===== src/rtl/cmd_chan_pkg.sv =====
package cmd_chan_pkg;

    localparam int WORD_W      = 32;
    localparam int CHAN_STRIDE = 64;
    localparam int OFF_W       = $clog2(CHAN_STRIDE);

    localparam logic [OFF_W-1:0] OFS_CMD  = OFF_W'(8'h00);
    localparam logic [OFF_W-1:0] OFS_WDAT = OFF_W'(8'h04);
    localparam logic [OFF_W-1:0] OFS_RDAT = OFF_W'(8'h14);
    localparam logic [OFF_W-1:0] OFS_VCLR = OFF_W'(8'h24);
    localparam logic [OFF_W-1:0] OFS_STAT = OFF_W'(8'h28);

    typedef enum logic [2:0] {
        ST_IDLE     = 3'd0,
        ST_WAIT_ACK = 3'd1,
        ST_XFER     = 3'd2,
        ST_HOLD     = 3'd6
    } chan_state_e;

    typedef struct packed {
        logic [1:0]  cls;
        logic        wr;
        logic        rsvd;
        logic [3:0]  tid;
        logic [7:0]  cnt;
        logic [15:0] addr;
    } cmd_word_t;

    function automatic logic [WORD_W-1:0] lane_mask(input logic [1:0] bc);
        logic [WORD_W-1:0] m;
        for (int i = 0; i < WORD_W / 8; i++) begin
            m[i*8 +: 8] = (i <= int'(bc)) ? 8'hFF : 8'h00;
        end
        return m;
    endfunction

endpackage


===== src/rtl/cmd_chan_decode.sv =====
module cmd_chan_decode
    import cmd_chan_pkg::*;
#(
    parameter int ADDR_W   = 12,
    parameter int CHAN_SEL = 2
) (
    input  logic              bus_wr,
    input  logic [ADDR_W-1:0] bus_addr,
    input  logic              wbit0,
    output logic              hit_cmd,
    output logic              hit_wdat,
    output logic              hit_clr,
    output logic [3:0]        rsel
);
    localparam int CSEL_W = ADDR_W - OFF_W;
    localparam logic [CSEL_W-1:0] CSEL = CSEL_W'(CHAN_SEL);
    localparam int NREG = 4;
    localparam logic [OFF_W-1:0] RD_OFS [NREG] = '{OFS_CMD, OFS_WDAT, OFS_RDAT, OFS_STAT};

    logic               in_win;
    logic [OFF_W-1:0]   ofs;

    assign in_win = (bus_addr[ADDR_W-1:OFF_W] == CSEL);
    assign ofs    = bus_addr[OFF_W-1:0];

    for (genvar g = 0; g < NREG; g++) begin : g_rsel
        assign rsel[g] = in_win && (ofs == RD_OFS[g]);
    end

    always_comb begin
        hit_cmd  = bus_wr && in_win && (ofs == OFS_CMD);
        hit_wdat = bus_wr && in_win && (ofs == OFS_WDAT);
        hit_clr  = bus_wr && in_win && (ofs == OFS_VCLR) && wbit0;
    end

endmodule


===== src/rtl/cmd_chan_fsm.sv =====
module cmd_chan_fsm
    import cmd_chan_pkg::*;
(
    input  logic        clk,
    input  logic        rst_n,
    input  logic        hit_cmd,
    input  logic        hit_clr,
    input  logic        is_wr,
    input  logic        dn_ack,
    input  logic        dn_done,
    output chan_state_e st,
    output logic        accept,
    output logic        capture,
    output logic        req,
    output logic        err
);
    chan_state_e st_q, st_d;
    logic        err_q;

    // state register
    always_ff @(posedge clk or negedge rst_n) begin
        if (!rst_n) begin
            st_q  <= ST_IDLE;
            err_q <= 1'b0;
        end else begin
            st_q  <= st_d;
            if (hit_cmd && st_q != ST_IDLE) err_q <= 1'b1;
        end
    end

    // transitions: issue, accept, finish_wr, finish_rd, release
    always_comb begin
        st_d = st_q;
        unique case (st_q)
            ST_IDLE:     if (hit_cmd) st_d = ST_WAIT_ACK;
            ST_WAIT_ACK: if (dn_ack)  st_d = ST_XFER;
            ST_XFER:     if (dn_done) st_d = is_wr ? ST_IDLE : ST_HOLD;
            ST_HOLD:     if (hit_clr) st_d = ST_IDLE;
            default:                  st_d = ST_IDLE;
        endcase
    end

    // outputs
    always_comb begin
        accept  = 1'b0;
        capture = 1'b0;
        req     = 1'b0;
        unique case (st_q)
            ST_IDLE:     accept  = hit_cmd;
            ST_WAIT_ACK: req     = 1'b1;
            ST_XFER:     capture = dn_done && !is_wr;
            ST_HOLD:     ;
            default:     ;
        endcase
    end

    assign st  = st_q;
    assign err = err_q;

endmodule


===== src/rtl/cmd_chan_data.sv =====
module cmd_chan_data
    import cmd_chan_pkg::*;
(
    input  logic              clk,
    input  logic              rst_n,
    input  logic              hit_wdat,
    input  logic              accept,
    input  logic              capture,
    input  logic [WORD_W-1:0] bus_wdata,
    input  logic [WORD_W-1:0] dn_rdata,
    input  logic [3:0]        rsel,
    input  chan_state_e       st,
    input  logic              err,
    output cmd_word_t         cmd_q,
    output logic [WORD_W-1:0] dn_wdata,
    output logic [WORD_W-1:0] rd_q,
    output logic [WORD_W-1:0] bus_rdata
);
    logic [WORD_W-1:0] wd_reg, wd_q, stat_w;

    always_ff @(posedge clk or negedge rst_n) begin
        if (!rst_n) begin
            wd_reg <= '0;
            wd_q   <= '0;
            cmd_q  <= '0;
            rd_q   <= '0;
        end else begin
            if (hit_wdat) wd_reg <= bus_wdata;
            if (accept) begin
                cmd_q <= cmd_word_t'(bus_wdata);
                wd_q  <= wd_reg;
            end
            if (capture) rd_q <= dn_rdata & lane_mask(cmd_q.cnt[1:0]);
        end
    end

    assign dn_wdata = wd_q & lane_mask(cmd_q.cnt[1:0]);
    assign stat_w   = {{(WORD_W-4){1'b0}}, st, err};

    always_comb begin
        bus_rdata = '0;
        unique case (1'b1)
            rsel[0]: bus_rdata = cmd_q;
            rsel[1]: bus_rdata = wd_reg;
            rsel[2]: bus_rdata = rd_q;
            rsel[3]: bus_rdata = stat_w;
            default: bus_rdata = '0;
        endcase
    end

endmodule


===== src/rtl/cmd_chan_top.sv =====
module cmd_chan_top
    import cmd_chan_pkg::*;
#(
    parameter int ADDR_W   = 12,
    parameter int CHAN_SEL = 2
) (
    input  logic              clk,
    input  logic              rst_n,
    input  logic              bus_wr,
    input  logic [ADDR_W-1:0] bus_addr,
    input  logic [31:0]       bus_wdata,
    output logic [31:0]       bus_rdata,
    output logic              dn_req,
    output logic [1:0]        dn_cls,
    output logic              dn_wr,
    output logic [3:0]        dn_tid,
    output logic [7:0]        dn_cnt,
    output logic [15:0]       dn_addr,
    output logic [31:0]       dn_wdata,
    input  logic              dn_ack,
    input  logic              dn_done,
    input  logic [31:0]       dn_rdata
);
    logic        hit_cmd, hit_wdat, hit_clr, accept, capture, err_w;
    logic [3:0]  rsel;
    chan_state_e st_w;
    cmd_word_t   cmd_q;
    logic [31:0] rd_hold;

    cmd_chan_decode #(.ADDR_W(ADDR_W), .CHAN_SEL(CHAN_SEL)) u_dec (
        .bus_wr   (bus_wr),
        .bus_addr (bus_addr),
        .wbit0    (bus_wdata[0]),
        .hit_cmd  (hit_cmd),
        .hit_wdat (hit_wdat),
        .hit_clr  (hit_clr),
        .rsel     (rsel)
    );

    cmd_chan_fsm u_fsm (
        .clk     (clk),
        .rst_n   (rst_n),
        .hit_cmd (hit_cmd),
        .hit_clr (hit_clr),
        .is_wr   (cmd_q.wr),
        .dn_ack  (dn_ack),
        .dn_done (dn_done),
        .st      (st_w),
        .accept  (accept),
        .capture (capture),
        .req     (dn_req),
        .err     (err_w)
    );

    cmd_chan_data u_dat (
        .clk       (clk),
        .rst_n     (rst_n),
        .hit_wdat  (hit_wdat),
        .accept    (accept),
        .capture   (capture),
        .bus_wdata (bus_wdata),
        .dn_rdata  (dn_rdata),
        .rsel      (rsel),
        .st        (st_w),
        .err       (err_w),
        .cmd_q     (cmd_q),
        .dn_wdata  (dn_wdata),
        .rd_q      (rd_hold),
        .bus_rdata (bus_rdata)
    );

    assign dn_cls  = cmd_q.cls;
    assign dn_wr   = cmd_q.wr;
    assign dn_tid  = cmd_q.tid;
    assign dn_cnt  = cmd_q.cnt;
    assign dn_addr = cmd_q.addr;

endmodule


===== config.mk =====
export PLATFORM = sky130hd
export DESIGN_NAME = cmd_chan_top
export DESIGN_NICKNAME = d
export VERILOG_FILES = /design/src/rtl/cmd_chan_pkg.sv /design/src/rtl/cmd_chan_decode.sv /design/src/rtl/cmd_chan_fsm.sv /design/src/rtl/cmd_chan_data.sv /design/src/rtl/cmd_chan_top.sv
export SDC_FILE = /design/constraint.sdc
export NUM_CORES = 1
export LEC_CHECK = 0
export ABC_CLOCK_PERIOD_IN_PS = 2200
export BUFFER_PORTS_ARGS = -buffer_cell sky130_fd_sc_hd__buf_2
export CAP_MARGIN = 5
export CORE_ASPECT_RATIO = 0.75
export CORE_MARGIN = 8
export CORE_UTILIZATION = 45
export DETAILED_ROUTE_END_ITERATION = 8
export GPL_TIMING_DRIVEN = 0
export PLACE_DENSITY = 0.7
export SLEW_MARGIN = 15
export SYNTH_ARGS = -nofsm -noshare
export SYNTH_HDL_FRONTEND = slang
export SYNTH_SLANG_ARGS = --single-unit

===== constraint.sdc =====
create_clock -name clk -period 2.2 [get_ports clk]
set_input_delay 0.11 -clock clk [delete_from_list [all_inputs] [get_ports clk]]
set_output_delay 0.11 -clock clk [all_outputs]
set_load 0.01 [all_outputs]

======== After elaboration in Yosys (flattened, before gate mapping) ========
Index checks and enable logic that the tools add are counted.
word-level totals
  memory bits (read-only) ................. 0
  bits in writable memories ............... 0
  latch bits .............................. 0
  output and inout port bits .............. 96
  flip-flop bits (word level) ............. 132
  memories ................................ 0
operators by class
  $lt $le $gt $ge ......................... 3
  multiply operators ...................... 0
  bitwise logic cells ..................... 2
  div/mod/pow operators ................... 0
  shifts and indexed selects .............. 0
  multiplexer cells ....................... 13
  reduce and logical (&&, ||, !) cells .... 16
  add/subtract/negate cells ............... 0
  equal/unequal tests ..................... 12
operators with widths
  kind                                                number
  case mux 32 bit (4 select lines)                    1
  AND 32 bit                                          2
  2-to-1 mux 8 bit                                    3
  2-to-1 mux 3 bit                                    5
  == test 6 bit, second input constant                2
  case mux 3 bit (4 select lines)                     1
  logical AND 1 bit                                   11
  == test 6 x 2 -> 1 bit, second input constant       1
  == test 6 x 3 -> 1 bit, second input constant       1
  == test 6 x 5 -> 1 bit, second input constant       1
  zero test 6 bit                                     1
  != test 2 bit, second input constant                3
  <= comparator 2 bit, first input constant           2
  AND reduction 4 bit                                 1
  == test 3 x 1 -> 1 bit, second input constant       1
  == test 3 x 2 -> 1 bit, second input constant       1
  == test 3 bit, second input constant                1
  zero test 3 bit                                     1
  2-to-1 mux 1 bit                                    3
  nonzero test 3 bit                                  1
  <= comparator 1 x 2 -> 1 bit, first input constant  1
  != test 2 x 1 -> 1 bit, second input constant       1
  zero test 1 bit                                     1

======== Longest topological paths before layout ========
  depth in word-level cells ............... 6
  gate-level depth with buffers ........... 6
  mapped depth without buffers ............ 4

======== Modules after synthesis ========
From an unflattened synthesis, not the netlist that was laid out.
second synthesis, totals
  cell total of the unflattened synthesis .. 475
  area total of the unflattened synthesis .. 6352.3 sq um
by module, submodules not included
  module           cells an instance  sequential area each (sq um)  times used  area an instance (sq um)
  cmd_chan_data    437                3203.1                        1           5934.4
  cmd_chan_fsm     19                 100.1                         1           249.0
  cmd_chan_decode  19                 0.0                           1           168.9

======== Worst setup path before layout ========
Ideal clock, no wire load.
  kind .................................... register to register
  start ................................... register u_fsm.st_q[0], in the netlist u_fsm.st[0]
  end ..................................... register u_dat.cmd_q[0] (netlist name)
  path buffers ............................ 2
  arrival time ............................ 1.692 ns
  path slack .............................. 0.380 ns
  cell stages (with the launch flop) ...... 7
  cells stage by stage .................... dfrtp_1 -> or3_1 -> nor2_1 -> and4_4 -> buf_8 -> buf_8 -> mux2_1
between the ends
  cells in the longest elaborated chain, start to end .. 2
ends and longest elaborated chain
  what                    line                RTL
  from (decl)             cmd_chan_fsm.sv:17  chan_state_e st_q, st_d;
  from (signal assigned)  cmd_chan_fsm.sv:26  st_q <= st_d;
  zero test 3 bit         cmd_chan_fsm.sv:48  unique case (st_q)
  2-to-1 mux 1 bit        cmd_chan_fsm.sv:48
No other way between the ends.
A chain may end at the register's enable or synchronous reset.

======== Final worst setup path ========
  start ................................... input port bus_addr[6]
  end ..................................... output port bus_rdata[21]
between the ends
  cells in the longest elaborated chain, start to end .. 3
  elaborated cells between the ends (all ways) .. 6
ends and longest elaborated chain
  what                                  line                   RTL
  from (decl)                           cmd_chan_top.sv:10     input logic [ADDR_W-1:0] bus_addr,
  == test 6 x 2 -> 1 bit (*)            cmd_chan_decode.sv:23  assign in_win = (bus_addr[ADDR_W-1:OFF_W] == CSEL);
  logical AND 1 bit                     cmd_chan_decode.sv:27  assign rsel[g] = in_win && (ofs == RD_OFS[g]);
  case mux 32 bit (4 select lines) (*)  cmd_chan_data.sv:42    unique case (1'b1)
  to (decl)                             cmd_chan_top.sv:12     output logic [31:0] bus_rdata,
Mark *: on every way between the ends. The rest lies on a longest branch, timed or not.

==> run_results.csv <==
group,metric,value,unit
run_status,status,"complete, no violations",
clocking,cts_tree,"built",
run,cap_violations,0,
cells_and_area,n_antenna_cell,0,
global_routing,grt_usage,21.6,%
synth,netlist-cell-type-count,37,
sta,rsz0062_at_grt,"yes",
sta,fin_ws,0.0682,ns
detailed_routing,dr.first_iter.drc_count,210,
floorplanning,die_area,18400,um2
floorplanning,fp.coreArea,14200,um2
synth,avgSynthCellArea,12.1,um2
min_path,hold_class,"input pin to register",
detailed_routing,routedWlPerCell,19.7,um
floorplanning,start_util,45.3,%
power,ir_drop,505,uV
synth,yosysSeqAreaShare,51.3,%
sta,hold_viol_final,0,
power,pwr-share-clk,50.7,%
clocking,root_buffer,"clkbuf_16",
floorplanning,rows,38,
synth,yosys.cell_count.top_type,"dfrtp_1",
clocking,clkTransAtPathRegs,0.06,ns
floorplanning,io_pins,177,
cells_and_area,stdcell_count,988,
cells_and_area,final_nets,876,
synth,synth_edf_count,0,
sta,finalMaxSlewViolations,0,
sta,fmax,469,MHz
sta,worst_hold_slack,0.122,ns
power,power_leakage,4.71,nW
power,cellInternalPower,4.98,mW
clocking,cts_setup_buffers,0,
detailed_routing,ant_nets,0,
setup_path,endpoint_kind,"output pin",
clocking,clock_latency,0.43,ns
power,p_comb_share,8.8,%
clocking,cts_buffer_depth,2,
global_routing,grt_pass1_vias,5569,
detailed_routing,via_per_inst,5.12,
cells_and_area,area_growth_syn_to_layout,38.8,%
cells_and_area,n_fill_cell,1117,
synth,syn_inst,534,
power,p_total,6.37,mW
floorplanning,die_y,120,um
synth,ys_ff_latch,132,
clocking,cts-buffers-inserted,17,
global_routing,grt_pass1_wl,30800,um
place,gp_congestion,0.815,
detailed_routing,finalWirelength,19400,um
power,swShare,21.8,%
place,port_buffers,175,
setup_path,crit_type,"input pin to output pin",
synth,synth_area,6440,um2
synth,yosys_warnings,0,
power,power_frac_seq,40.5,%
detailed_routing,first_pass_iters,4,
cells_and_area,drive_gt1_share,45.7,%
sta,period_minus_slack,2.13,ns
place,hpwl,13500,um
global_routing,grt_max_degree,70,
synth,syn-num-nets,615,
synth,synth_area_leaders,"dfrtp_1 51%, mux2_2 9.4%, mux2_4 9.3%",
sta,slew_headroom,30.7,%
synth,synth_common_cells,"132 x dfrtp_1, 83 x nand2_1, 54 x mux2_2",
synth,yosys_most_used_dff,"dfrtp_1",
place,dpl_worst_slack,0.0155,ns
setup_path,worst_setup_path_start_kind,"input pin",
sta,finalCritPeriodShare,96.9,%
sta,finClkSkew,0.0130,ns
synth,synthArstFlopShare,100,%
sta,setup_viol,0,
synth,yosysTopAreaCell,"dfrtp_1",
global_routing,overflow,0,
setup_path,required,2.09,ns
setup_path,cp_data_arrival_time,2.02,ns
synth,yosysTopAreaCellShare,51.3,%
sta,tightest_slew,1.04,ns
setup_path,crit_fanout,10,
detailed_routing,drc,0,
place,dp_cells,890,
clocking,htreeDepth,4,
detailed_routing,vias,5062,
floorplanning,die_x,154,um
power,power_per_cell_area,713,nW/um2
global_routing,antenna_found_initial,0,
power,p_switching,1.39,mW
clocking,cts.sinks,132,
==> kinds of logic (layout without fill, tap and decap cells) <==
family	after synthesis	after routing	synth area share, %
AOI/OAI and AO/OA	62	62	5.21
buffers and inverters	77	351	8.24
DFF	132	132	51.3
muxes	136	136	25.5
and+or+nand+nor	127	127	9.75
==> cell type report <==
| cell class | instances | area, um2 | area share (%) |
|---|---|---|---|
| sequential | 132 | 3300 | 37.0 |
| multi-input combinational | 325 | 2610 | 29.2 |
| timing repair buffer | 243 | 1580 | 17.7 |
| buffer | 70 | 519 | 5.81 |
| clock buffer | 23 | 508 | 5.69 |
| tap | 180 | 225 | 2.52 |
| clock inverter | 9 | 170 | 1.90 |
| inverter | 6 | 22.5 | 0.252 |
==> power by group through the flow <==
stage	logic, mW	clock network, mW	registers (mW)
global placement	0.438	0	2.62
finish	0.559	3.23	2.58
floorplan	0.233	0	2.60
CTS	0.562	3.29	2.58
detailed placement	0.460	0	2.62
global route	0.608	3.38	2.59
==> per-stage QoR <==
step | setup TNS (ns) | util (%) | area [um2]
final | 0 | 62.8 | 8930
after global routing | -0.00149 | 62.8 | 8930
after detailed placement | 0 | 53.3 | 7570
after CTS | 0 | 62.8 | 8920
after floorplan | 0 | - | 6440
after global placement | -92.17 | 53.0 | 7540
==> critical path: stages <==
cell and delay (ns):
buf_2 0.09, or4b_4 0.59, nor4_4 0.47, clkbuf_4 0.36, nand2_1 0.08, o21ai_0 0.12, buf_2 0.20
==> metal layers <==
| metal | share of wire [%] | global-route usage [%] | vias up |
|---|---|---|---|
| li1 | - | - | 2332 |
| met1 | 44 | 27.6 | 2521 |
| met2 | 47 | 33.9 | 193 |
| met3 | 8.1 | 7.08 | 16 |
| met4 | 1.0 | 7.51 | 0 |
| met5 | 0 | 0 | - |
==> path summary, 6_finish.rpt <==
kind                            slack, ns  depth (start not counted)        endpoint           start
worst max-delay path                 0.07                          7   bus_rdata[21]     bus_addr[6]
min in group asynchronous            0.25                          2   u_dat.wd_q[0]           rst_n
worst min-delay path                 0.12                          4     u_fsm.st[1]         dn_done
max in group asynchronous            1.20                          3  u_dat.wd_q[13]           rst_n
worst max register to register       0.16                          4  u_dat.rd_q[27]     u_fsm.st[0]
worst min register to register       0.48                          2  u_dat.rd_q[23]  u_dat.rd_q[23]
==> cells in the final DEF, fill, tap and decap left out, types with 6 or more instances in the layout <==
cell type / Yosys / routed
inv_1: 6 / 6
dfrtp_1: 132 / 131
mux2_2: 54 / 54
dlygate4sd3_1: 0 / 67
and3_1: 8 / 8
and2_1: 17 / 17
nand2_1: 83 / 83
clkbuf_1: 17 / 8
o21ai_0: 49 / 49
clkbuf_16: 0 / 17
clkbuf_2: 0 / 7
buf_4: 39 / 39
mux2_4: 40 / 40
clkbuf_8: 0 / 6
mux2i_1: 32 / 32
mux2_1: 10 / 10
buf_2: 6 / 179
==> timing repair <==
action,in CTS,in global routing
resized for setup,4,12
pin swaps,0,0
setup endpoints to repair,19,30
hold buffers,67,0
hold endpoints to repair,161,0
Power figures use the tool's default switching activity.
